==> config.mk <==
export PLATFORM = sky130hd
export DESIGN_NAME = operate_unit
export DESIGN_NICKNAME = d
export VERILOG_FILES = /design/src/rtl/opu_pkg.sv /design/src/rtl/opu_decode.sv /design/src/rtl/opu_operand.sv /design/src/rtl/opu_alu.sv /design/src/rtl/opu_ccr.sv /design/src/rtl/operate_unit.sv
export SDC_FILE = /design/constraint.sdc
export NUM_CORES = 1
export LEC_CHECK = 0
export BUFFER_PORTS_ARGS = -buffer_cell sky130_fd_sc_hd__buf_2
export CAP_MARGIN = 20
export CORE_ASPECT_RATIO = 0.75
export CORE_UTILIZATION = 35
export CTS_BUF_LIST = sky130_fd_sc_hd__clkbuf_16
export CTS_CLUSTER_SIZE = 10
export DETAILED_ROUTE_END_ITERATION = 8
export SKIP_CTS_REPAIR_TIMING = 1
export SLEW_MARGIN = 10
export SYNTH_ARGS = -nofsm -noshare
export SYNTH_HDL_FRONTEND = slang
export SYNTH_SLANG_ARGS = --single-unit
==> constraint.sdc <==
create_clock -name clk -period 3.1 [get_ports clk]
set_input_delay 0.31 -clock clk [delete_from_list [all_inputs] [get_ports clk]]
set_output_delay 0.31 -clock clk [all_outputs]
set_load 0.1 [all_outputs]
==> src/rtl/opu_pkg.sv <==
package opu_pkg;
  localparam int OPC_W = 4;
  localparam logic [OPC_W-1:0] OPC_ADD = 4'b0001;
  localparam logic [OPC_W-1:0] OPC_AND = 4'b0101;
  localparam logic [OPC_W-1:0] OPC_NOT = 4'b1001;

  typedef enum logic [1:0] {
    K_NONE = 2'd0,
    K_ADD  = 2'd1,
    K_AND  = 2'd2,
    K_NOT  = 2'd3
  } alu_kind_e;

  typedef struct packed {
    logic n;
    logic z;
    logic p;
  } cc_t;
endpackage

==> src/rtl/opu_decode.sv <==
module opu_decode
  import opu_pkg::*;
#(
  parameter int INSN_W   = 16,
  parameter int MODE_BIT = 5,
  parameter int IMM_W    = 5
) (
  input  logic [INSN_W-1:0] instr,
  output alu_kind_e         kind,
  output logic              imm_mode,
  output logic [IMM_W-1:0]  imm_field
);
  localparam int OPC_LSB = INSN_W - OPC_W;

  logic [OPC_W-1:0] opc;
  logic             not_tail_ok;
  logic             unused_reg_fields;

  assign opc               = instr[INSN_W-1:OPC_LSB];
  assign not_tail_ok       = &instr[MODE_BIT:0];
  assign imm_mode          = instr[MODE_BIT];
  assign imm_field         = instr[IMM_W-1:0];
  // register specifiers are consumed by the register file, not here
  assign unused_reg_fields = ^instr[OPC_LSB-1:MODE_BIT+1];

  always_comb begin
    case (opc)
      OPC_ADD: kind = K_ADD;
      OPC_AND: kind = K_AND;
      OPC_NOT: kind = not_tail_ok ? K_NOT : K_NONE;
      default: kind = K_NONE;
    endcase
  end
endmodule

==> src/rtl/opu_operand.sv <==
module opu_operand #(
  parameter int DATA_W = 16,
  parameter int IMM_W  = 5
) (
  input  logic [DATA_W-1:0] src_b,
  input  logic              imm_mode,
  input  logic [IMM_W-1:0]  imm_field,
  output logic [DATA_W-1:0] opnd_b
);
  localparam int EXT_W = DATA_W - IMM_W;

  logic [DATA_W-1:0] imm_ext;

  generate
    if (EXT_W > 0) begin : g_ext
      assign imm_ext = {{EXT_W{imm_field[IMM_W-1]}}, imm_field};
    end else begin : g_noext
      assign imm_ext = imm_field[DATA_W-1:0];
    end
  endgenerate

  assign opnd_b = imm_mode ? imm_ext : src_b;
endmodule

==> src/rtl/opu_alu.sv <==
module opu_alu
  import opu_pkg::*;
#(
  parameter int DATA_W = 16
) (
  input  logic              clk,
  input  logic              rst,
  input  alu_kind_e         kind,
  input  logic [DATA_W-1:0] opnd_a,
  input  logic [DATA_W-1:0] opnd_b,
  output logic [DATA_W-1:0] res_q,
  output logic              vld_q
);
  logic [DATA_W-1:0] res_d;

  always_comb begin
    case (kind)
      K_ADD:   res_d = opnd_a + opnd_b;
      K_AND:   res_d = opnd_a & opnd_b;
      K_NOT:   res_d = ~opnd_a;
      default: res_d = '0;
    endcase
  end

  always_ff @(posedge clk) begin
    if (rst) begin
      res_q <= '0;
      vld_q <= 1'b0;
    end else begin
      res_q <= res_d;
      vld_q <= (kind != K_NONE);
    end
  end

  a_r2_add_sum: assert property (@(posedge clk) disable iff (rst)
    (kind == K_ADD) |=> (res_q == DATA_W'($past(opnd_a) + $past(opnd_b))) && vld_q);
  a_r5_not_inv: assert property (@(posedge clk) disable iff (rst)
    (kind == K_NOT) |=> (res_q == ~$past(opnd_a)) && vld_q);
  a_r6_none_zero: assert property (@(posedge clk) disable iff (rst)
    (kind == K_NONE) |=> (res_q == '0) && !vld_q);
endmodule

==> src/rtl/opu_ccr.sv <==
module opu_ccr
  import opu_pkg::*;
#(
  parameter int DATA_W = 16
) (
  input  logic              clk,
  input  logic              rst,
  input  logic              load,
  input  logic [DATA_W-1:0] bus,
  output cc_t               flags_q
);
  cc_t flags_d;

  always_comb begin
    flags_d.n = bus[DATA_W-1];
    flags_d.z = (bus == '0);
    flags_d.p = !bus[DATA_W-1] && (bus != '0);
  end

  always_ff @(posedge clk) begin
    if (rst)       flags_q <= '{n: 1'b0, z: 1'b1, p: 1'b0};
    else if (load) flags_q <= flags_d;
  end

  a_r10_onehot: assert property (@(posedge clk) disable iff (rst)
    $countones(flags_q) == 1);
  a_r9_hold: assert property (@(posedge clk) disable iff (rst)
    !load |=> $stable(flags_q));
  a_r8_neg: assert property (@(posedge clk) disable iff (rst)
    (load && bus[DATA_W-1]) |=> flags_q.n);
  a_r8_zero: assert property (@(posedge clk) disable iff (rst)
    (load && bus == '0) |=> flags_q.z);
endmodule

==> src/rtl/operate_unit.sv <==
module operate_unit
  import opu_pkg::*;
#(
  parameter int DATA_W   = 16,
  parameter int IMM_W    = 5,
  parameter int MODE_BIT = 5
) (
  input  logic              clk,
  input  logic              rst,
  input  logic [DATA_W-1:0] instr,
  input  logic [DATA_W-1:0] src_a,
  input  logic [DATA_W-1:0] src_b,
  input  logic              cc_load,
  input  logic [DATA_W-1:0] cc_bus,
  output logic [DATA_W-1:0] result,
  output logic              result_valid,
  output logic              flag_n,
  output logic              flag_z,
  output logic              flag_p
);
  alu_kind_e         kind;
  logic              imm_mode;
  logic [IMM_W-1:0]  imm_field;
  logic [DATA_W-1:0] opnd_b;
  cc_t               flags;

  opu_decode #(.INSN_W(DATA_W), .MODE_BIT(MODE_BIT), .IMM_W(IMM_W)) u_dec (
    .instr(instr), .kind(kind), .imm_mode(imm_mode), .imm_field(imm_field)
  );

  opu_operand #(.DATA_W(DATA_W), .IMM_W(IMM_W)) u_opnd (
    .src_b(src_b), .imm_mode(imm_mode), .imm_field(imm_field), .opnd_b(opnd_b)
  );

  opu_alu #(.DATA_W(DATA_W)) u_alu (
    .clk(clk), .rst(rst), .kind(kind), .opnd_a(src_a), .opnd_b(opnd_b),
    .res_q(result), .vld_q(result_valid)
  );

  opu_ccr #(.DATA_W(DATA_W)) u_ccr (
    .clk(clk), .rst(rst), .load(cc_load), .bus(cc_bus), .flags_q(flags)
  );

  assign flag_n = flags.n;
  assign flag_z = flags.z;
  assign flag_p = flags.p;

  a_r7_reset_out: assert property (@(posedge clk)
    rst |=> (result == '0) && !result_valid && flag_z && !flag_n && !flag_p);
endmodule

==> results of run 1 <==
## registers in the layout, indices dropped and copies added (netlist names)
register and cells:
u_alu.vld_q 1, u_alu.res_q 16, u_ccr.flags_q 3
## metal layers
| metal | wire [µm] | global-route usage [%] | share of wire (%) |
|---|---|---|---|
| met1 | 2310 | 28.5 | 49 |
| met2 | 1940 | 28.9 | 41 |
| met3 | 416 | 2.63 | 8.8 |
| met4 | 46 | 5.26 | 0.98 |
| met5 | 0 | 0 | 0 |
## power breakdown
group	switching [mW]	internal, mW
sequential	0.00157	0.262
combinational	0.173	0.126
clock	0.0864	0.171
total	0.261	0.560
## path summary, 6_finish.rpt
path,from,to,cells after the start
max,instr[5],u_alu.res_q[14],13
min reg2reg,u_ccr.flags_q[1],u_ccr.flags_q[1],2
min,rst,u_ccr.flags_q[2],2
max reg2reg,u_ccr.flags_q[0],u_ccr.flags_q[0],1
## logic make-up after synthesis
| logic type | Yosys count | share of synthesized area [%] |
|---|---|---|
| flops | 20 | 24.0 |
| buf+inv | 26 | 6.38 |
| xor+xnor | 10 | 5.26 |
| fa+ha+maj | 17 | 13.2 |
| compound gates | 72 | 27.8 |
| mux | 3 | 1.95 |
| simple gates | 73 | 21.4 |
## stage by stage
stage               utilization [%]  total power, mW  hold slack (ns)  area [µm²]
floorplan                         -            0.479            0.379        1670
global placement               47.2            0.562            0.449        2130
detailed placement             47.2            0.565            0.453        2130
CTS                            48.9            0.823            0.300        2210
global route                   48.9            0.870            0.321        2210
finish                         48.9            0.821            0.305        2210
## area by class of cell
type                            instances  area, µm²
Clock buffer                            3       75.1
Tap cell                               57       71.3
Timing Repair Buffer                   84        430
Sequential cell                        20        400
Inverter                               19       71.3
Fill cell                             480       2310
Multi-Input combinational cell        175       1160
Clock inverter                          1       3.75
## cells in the final DEF (no fill, tap or decap), types with 2 or more instances in the layout
| cell | n |
|---|---|
| sky130_fd_sc_hd__a211o_1 | 2 |
| sky130_fd_sc_hd__a21o_1 | 2 |
| sky130_fd_sc_hd__a21oi_1 | 18 |
| sky130_fd_sc_hd__a221oi_1 | 8 |
| sky130_fd_sc_hd__a31oi_1 | 2 |
| sky130_fd_sc_hd__buf_2 | 80 |
| sky130_fd_sc_hd__buf_4 | 4 |
| sky130_fd_sc_hd__clkbuf_16 | 3 |
| sky130_fd_sc_hd__dfxtp_1 | 20 |
| sky130_fd_sc_hd__ha_1 | 16 |
| sky130_fd_sc_hd__inv_1 | 19 |
| sky130_fd_sc_hd__mux2_2 | 2 |
| sky130_fd_sc_hd__nand2_1 | 14 |
| sky130_fd_sc_hd__nand2b_1 | 3 |
| sky130_fd_sc_hd__nand3_1 | 2 |
| sky130_fd_sc_hd__nand4_1 | 3 |
| sky130_fd_sc_hd__nor2_1 | 30 |
| sky130_fd_sc_hd__nor2b_1 | 4 |
| sky130_fd_sc_hd__nor3_1 | 3 |
| sky130_fd_sc_hd__nor4_1 | 3 |
| sky130_fd_sc_hd__o211a_1 | 2 |
| sky130_fd_sc_hd__o211ai_1 | 3 |
| sky130_fd_sc_hd__o21a_1 | 3 |
| sky130_fd_sc_hd__o21ai_0 | 21 |
| sky130_fd_sc_hd__o22ai_1 | 5 |
| sky130_fd_sc_hd__or3_1 | 3 |
| sky130_fd_sc_hd__or4_1 | 2 |
| sky130_fd_sc_hd__xnor2_1 | 8 |
| sky130_fd_sc_hd__xor2_1 | 2 |
## critical path, stage by stage
cell                      delay (ns)
sky130_fd_sc_hd__buf_2          0.23
sky130_fd_sc_hd__nand2_2        0.09
sky130_fd_sc_hd__o21ai_0        0.09
sky130_fd_sc_hd__ha_1           0.22
sky130_fd_sc_hd__inv_1          0.07
sky130_fd_sc_hd__fa_1           0.40
sky130_fd_sc_hd__nor2b_1        0.17
sky130_fd_sc_hd__o31a_1         0.20
sky130_fd_sc_hd__a41oi_1        0.17
sky130_fd_sc_hd__o211a_1        0.29
sky130_fd_sc_hd__o31ai_1        0.30
sky130_fd_sc_hd__xnor2_1        0.16
sky130_fd_sc_hd__o22ai_1        0.08
==> impl_metrics.sql, run 1 <==
INSERT INTO impl_metrics (metric_group, metric, value, unit) VALUES
('status', 'outcome', 'complete, no violations', ''),
('worst_setup_path', 'worst-path-max-fanout', '13', ''),
('floorplan', 'fp.dieH', '61.8', 'µm'),
('logic_synthesis', 'synth.most_common_cell', 'sky130_fd_sc_hd__nor2_1', ''),
('place', 'buffer_ports.inserted', '80', ''),
('layout', 'antenna_cells', '0', ''),
('logic_synthesis', 'post_synthesis_sequential_area_ratio', '24.0', '%'),
('grt', 'pin_count_of_the_biggest_net_entering_global_routing', '18', ''),
('route', 'drt_first_iter_violations', '128', ''),
('logic_synthesis', 'synth.lib_cells_used.distinct', '43', ''),
('floorplan', 'fp.coreArea', '0.00452', 'mm²'),
('worst_setup_path', 'worst_setup_path_class', 'input port to flip-flop', ''),
('place', 'pre_cts_ws', '0.210', 'ns'),
('cts', 'ctsHtreeMaxLevel', '1', ''),
('grt', 'grt_antenna_before_repair', '0', ''),
('floorplan', 'floorplan.initialDensity', '36.9', '%'),
('floorplan', 'placementRows', '21', ''),
('logic_synthesis', 'synthCells', '221', ''),
('grt', 'global_route.overflow_total', '0', ''),
('sta', 'setup-tns-final', '0', 'ns'),
('cts', 'cts_buffers', '3', ''),
('pwr', 'leakage_power_summed_over_all_cells', '1.08', 'nW'),
('layout', 'drive_above_1_share', '31.1', '%'),
('route', 'drc', '0', ''),
('floorplan', 'fp.dieArea', '0.00504', 'mm²'),
('logic_synthesis', 'synth.yosys.warnings', '0', ''),
('logic_synthesis', 'syn_area_per_cell', '7.54', 'µm²'),
('logic_synthesis', 'synthFlopType', 'sky130_fd_sc_hd__dfxtp_1', ''),
('route', 'routed_wirelength', '4710', 'µm'),
('floorplan', 'die-width', '81.7', 'µm'),
('cts', 'clock_tree_from_tritoncts', 'done', ''),
('pwr', 'irDropWorstVdd', '275', 'µV'),
('sta', 'max_slew.worst_pin.slew', '0.607', 'ns'),
('place', 'placed_cells', '355', ''),
('route', 'vias_per_cell', '5.20', ''),
('worst_setup_path', 'setup.reg_to_reg.worst_slack', '2.46', 'ns'),
('layout', 'finish.net_count', '387', ''),
('logic_synthesis', 'synthArstFlopShare', '0', '%'),
('logic_synthesis', 'yosys.area.top_type_share', '24.0', '%'),
('flow_run', 'max-cap-violations', '0', ''),
('route', 'vias', '1868', ''),
('floorplan', 'top_level_ports', '87', ''),
('logic_synthesis', 'synth_enable_flop_cells', '0', ''),
('sta', 'final.setup_skew', '0', 'ns'),
('logic_synthesis', 'ys_top_cells_by_area', 'sky130_fd_sc_hd__dfxtp_1, sky130_fd_sc_hd__ha_1, sky130_fd_sc_hd__nor2_1', ''),
('cts', 'clock_insertion_delay_worst_skew', '0.25', 'ns'),
('worst_setup_path', 'critical_path.endpoint_type', 'flip-flop', ''),
('logic_synthesis', 'syn-num-nets', '305', ''),
('logic_synthesis', 'ys_seq_elements', '20', ''),
('sta', 'timing.final.setup_violations', '0', ''),
('sta', 'timing.slew.headroom', '59.5', '%'),
('sta', 'max_clock_freq', '0.377', 'GHz'),
('pwr', 'p_per_area', '371', 'mW/mm²'),
('route', 'drt_first_pass_iters', '4', ''),
('sta', 'final_hold_viol_count', '0', ''),
('cts', 'clockBufferDepth', '2', ''),
('worst_hold_path', 'hp-class', 'input port to flip-flop', ''),
('place', 'rd_place_congestion', '0.817', ''),
('logic_synthesis', 'synthesis.area', '0.00167', 'mm²'),
('grt', 'global_route_wire_length_before_repair', '7330', 'µm'),
('logic_synthesis', 'synth.cells.most_frequent', 'sky130_fd_sc_hd__nor2_1, sky130_fd_sc_hd__o21ai_0, sky130_fd_sc_hd__dfxtp_1', ''),
('place', 'post-dp-hpwl', '3800', 'µm'),
('sta', 'postLayoutSetupSlackWorst', '0.448', 'ns'),
('route', 'antenna_left', '0', ''),
('logic_synthesis', 'synth.largest_area_cell', 'sky130_fd_sc_hd__dfxtp_1', ''),
('route', 'detail_route.wl_per_cell', '13.1', 'µm'),
('worst_setup_path', 'critical_path_arrival', '2.77', 'ns'),
('sta', 'final.period_utilization', '85.6', '%'),
('worst_setup_path', 'worst_ep_required_time', '3.22', 'ns'),
('layout', 'post_layout_nonfiller_instances', '359', ''),
('cts', 'clkSlewWorstSetupHoldPaths', '0.05', 'ns'),
('sta', 'final-max-slew-violation-count', '0', ''),
('cts', 'cts.root.buffer_cell', 'sky130_fd_sc_hd__clkbuf_16', ''),
('cts', 'cts.sinks', '20', ''),
('grt', 'grt_pass1_vias', '1581', ''),
('grt', 'grt_util_all_layers', '19.2', '%'),
('worst_setup_path', 'cp-start-kind', 'input port', ''),
('layout', 'area.growth.synth_to_final', '32.7', '%'),
('sta', 'shortest_clock_period_the_worst_path_allows_after_layout', '2.65', 'ns'),
('sta', 'grt_setup_unrepaired', 'no', '');
(Power assumes the default switching activity.)
==> run 2: changes to the inputs <==
--- a/config.mk
+++ b/config.mk
@@ -7,11 +7,14 @@
 export LEC_CHECK = 0
 export BUFFER_PORTS_ARGS = -buffer_cell sky130_fd_sc_hd__buf_2
 export CAP_MARGIN = 20
+export CELL_PAD_IN_SITES_DETAIL_PLACEMENT = 0
+export CELL_PAD_IN_SITES_GLOBAL_PLACEMENT = 1
 export CORE_ASPECT_RATIO = 0.75
-export CORE_UTILIZATION = 35
+export CORE_UTILIZATION = 31
 export CTS_BUF_LIST = sky130_fd_sc_hd__clkbuf_16
-export CTS_CLUSTER_SIZE = 10
+export CTS_CLUSTER_SIZE = 14
 export DETAILED_ROUTE_END_ITERATION = 8
+export PLACE_DENSITY_LB_ADDON = 0.1
 export SKIP_CTS_REPAIR_TIMING = 1
 export SLEW_MARGIN = 10
 export SYNTH_ARGS = -nofsm -noshare
==> impl_metrics.sql, run 2 (synthesized netlist as in run 1, its figures left out) <==
INSERT INTO impl_metrics (metric_group, metric, value, unit) VALUES
('sta', 'setup-tns-final', '0', 'ns'),
('worst_setup_path', 'worstRegToRegCells', '1', ''),
('worst_hold_path', 'timing.hold.worst.start', 'rst', ''),
('floorplan', 'fp.coreArea', '0.00504', 'mm²'),
('cts', 'cts.root.buffer_cell', 'sky130_fd_sc_hd__clkbuf_16', ''),
('cts', 'cts.sinks', '20', ''),
('pwr', 'leakage_power_summed_over_all_cells', '1.11', 'nW'),
('floorplan', 'fp.dieArea', '0.00568', 'mm²'),
('sta', 'final.setup_skew', '0', 'ns'),
('worst_setup_path', 'critical_path.cell_chain', 'buf_2 -> buf_4 -> mux2_2 -> ha_1 -> nor2b_1 -> o31a_1 -> a41oi_1 -> o211a_1 -> o31ai_1 -> xnor2_1 -> o22ai_1', ''),
('cts', 'clockBufferDepth', '2', ''),
('cts', 'clock_tree_from_tritoncts', 'done', ''),
('pwr', 'p_total', '0.841', 'mW'),
('layout', 'most_common_cell_after_layout_fill_and_taps_aside', 'sky130_fd_sc_hd__buf_2', ''),
('floorplan', 'placementRows', '22', ''),
('route', 'antenna_left', '0', ''),
('worst_setup_path', 'worst-path-max-fanout', '7', ''),
('worst_setup_path', 'crit_slowest_cell', 'sky130_fd_sc_hd__mux2_2', ''),
('sta', 'whs', '0.288', 'ns'),
('worst_setup_path', 'worst_ep_required_time', '3.22', 'ns'),
('route', 'drt_first_pass_iters', '4', ''),
('layout', 'largest_register', 'u_alu.res_q', ''),
('sta', 'postLayoutSetupSlackWorst', '0.538', 'ns'),
('floorplan', 'top_level_ports', '87', ''),
('layout', 'area.growth.synth_to_final', '36.1', '%'),
('pwr', 'p_seq_share', '31.3', '%'),
('status', 'outcome', 'complete, no violations', ''),
('route', 'detail_route.wl_per_cell', '12.8', 'µm'),
('sta', 'final-max-slew-violation-count', '0', ''),
('pwr', 'p_switching', '0.277', 'mW'),
('route', 'vias', '1828', ''),
('grt', 'grt_util_all_layers', '17.6', '%'),
('layout', 'finish.net_count', '392', ''),
('floorplan', 'fp.dieH', '65.5', 'µm'),
('place', 'rd_place_congestion', '0.818', ''),
('cts', 'ctsHtreeMaxLevel', '1', ''),
('sta', 'shortest_clock_period_the_worst_path_allows_after_layout', '2.56', 'ns'),
('route', 'vias_per_cell', '4.82', ''),
('grt', 'grt_pass1_vias', '1648', ''),
('grt', 'grt_antenna_before_repair', '0', ''),
('sta', 'max_slew.worst_pin.slew', '0.670', 'ns'),
('place', 'placed_cells', '375', ''),
('cts', 'cts_buffers', '3', ''),
('grt', 'pin_count_of_the_biggest_net_entering_global_routing', '17', ''),
('worst_hold_path', 'hp-class', 'input port to flip-flop', ''),
('sta', 'final_hold_viol_count', '0', ''),
('worst_setup_path', 'critical_path_arrival', '2.68', 'ns'),
('pwr', 'swShare', '33.0', '%'),
('place', 'post-dp-hpwl', '3780', 'µm'),
('layout', 'final_area', '0.00227', 'mm²'),
('place', 'pre_cts_ws', '0.269', 'ns'),
('layout', 'mostFrequentLayoutCells', 'sky130_fd_sc_hd__buf_2, sky130_fd_sc_hd__nor2_1, sky130_fd_sc_hd__o21ai_0, sky130_fd_sc_hd__dfxtp_1, sky130_fd_sc_hd__inv_1', ''),
('pwr', 'clkPwrFrac', '32.8', '%'),
('worst_hold_path', 'worst_hold_path.endpoint', 'u_ccr.flags_q[2]', ''),
('worst_setup_path', 'setup.reg_to_reg.worst_slack', '2.48', 'ns'),
('worst_setup_path', 'worst_setup_path_class', 'input port to flip-flop', ''),
('grt', 'global_route_wire_length_before_repair', '7740', 'µm'),
('worst_setup_path', 'critical_path.reg2reg.endpoint', 'u_ccr.flags_q[0]', ''),
('cts', 'clock_insertion_delay_worst_skew', '0.25', 'ns'),
('pwr', 'irDropWorstVdd', '179', 'µV'),
('layout', 'largest_register_ffs', '16', ''),
('place', 'buffer_ports.inserted', '80', ''),
('pwr', 'p_per_area', '371', 'mW/mm²'),
('sta', 'timing.final.setup_violations', '0', ''),
('pwr', 'share_comb_of_total_power', '35.9', '%'),
('route', 'routed_wirelength', '4860', 'µm'),
('sta', 'timing.slew.headroom', '55.4', '%'),
('flow_run', 'max-cap-violations', '0', ''),
('worst_setup_path', 'worst_r2r_startpoint', 'u_ccr.flags_q[0]', ''),
('layout', 'top_regs', 'u_alu.res_q x16, u_ccr.flags_q x3, u_alu.vld_q x1', ''),
('cts', 'clkSlewWorstSetupHoldPaths', '0.06', 'ns'),
('worst_setup_path', 'critical_path.endpoint_type', 'flip-flop', ''),
('worst_hold_path', 'hold_depth', '2', ''),
('worst_setup_path', 'cp-start-kind', 'input port', ''),
('floorplan', 'floorplan.initialDensity', '33.1', '%'),
('sta', 'grt_setup_unrepaired', 'no', ''),
('floorplan', 'die-width', '86.7', 'µm'),
('sta', 'final.period_utilization', '82.6', '%'),
('layout', 'antenna_cells', '0', ''),
('layout', 'drive_above_1_share', '32.2', '%'),
('layout', 'end_of_flow_core_utilization', '45.0', '%'),
('worst_setup_path', 'max_stage_delay', '0.33', 'ns'),
('layout', 'post_layout_nonfiller_instances', '379', ''),
('pwr', 'intPower', '0.564', 'mW'),
('place', 'dpl_cell_area', '0.00219', 'mm²'),
('route', 'drt_first_iter_violations', '41', ''),
('route', 'drc', '0', ''),
('sta', 'max_clock_freq', '0.390', 'GHz'),
('grt', 'global_route.overflow_total', '0', '');
run 2: changes by cell type in the layout (fill, tap and decap cells not counted), sizes merged:
cell,before,now
buf,84,89
run 2: power by group through the flow:
stage	clock, mW	sequential, mW	combinational, mW
global route	0.292	0.264	0.336
detailed placement	0	0.269	0.300
CTS	0.285	0.263	0.303
finish	0.276	0.263	0.302
floorplan	0	0.305	0.174
global placement	0	0.269	0.301
run 2: critical path: cells and delay by family:
family,cells,cell delay [ns]
simple gates,1,0.19
mux,1,0.33
compound gates,5,1.04
fa+ha+maj,1,0.31
xor+xnor,1,0.15
buf+inv,2,0.34
run 2: layout make-up:
| class | instances | area (µm²) |
|---|---|---|
| Fill cell | 555 | 2770 |
| Multi-Input combinational cell | 175 | 1160 |
| Timing Repair Buffer | 89 | 468 |
| Sequential cell | 20 | 400 |
| Tap cell | 72 | 90.1 |
| Clock buffer | 3 | 75.1 |
| Inverter | 19 | 71.3 |
| Clock inverter | 1 | 3.75 |
run 2: per-layer routing:
| layer | wire (µm) | part of all wire, % | global-route usage (%) |
|---|---|---|---|
| met1 | 2480 | 51 | 24.1 |
| met2 | 2100 | 43 | 29.0 |
| met3 | 256 | 5.3 | 3.27 |
| met4 | 22 | 0.45 | 3.13 |
| met5 | 0 | 0 | 0 |
run 2: worst max-delay path by stage:
| stage | startpoint | to | slack, ns | cells after the start |
|---|---|---|---|---|
| after floorplan | instr[5] | u_alu.res_q[14] | 0.55 | 12 |
| after global placement | instr[5] | u_alu.res_q[14] | 0.27 | 11 |
| after detailed placement | instr[5] | u_alu.res_q[14] | 0.27 | 11 |
| after CTS | instr[5] | u_alu.res_q[14] | 0.53 | 11 |
| after global routing | instr[5] | u_alu.res_q[14] | 0.41 | 13 |
| final | instr[5] | u_alu.res_q[14] | 0.54 | 11 |
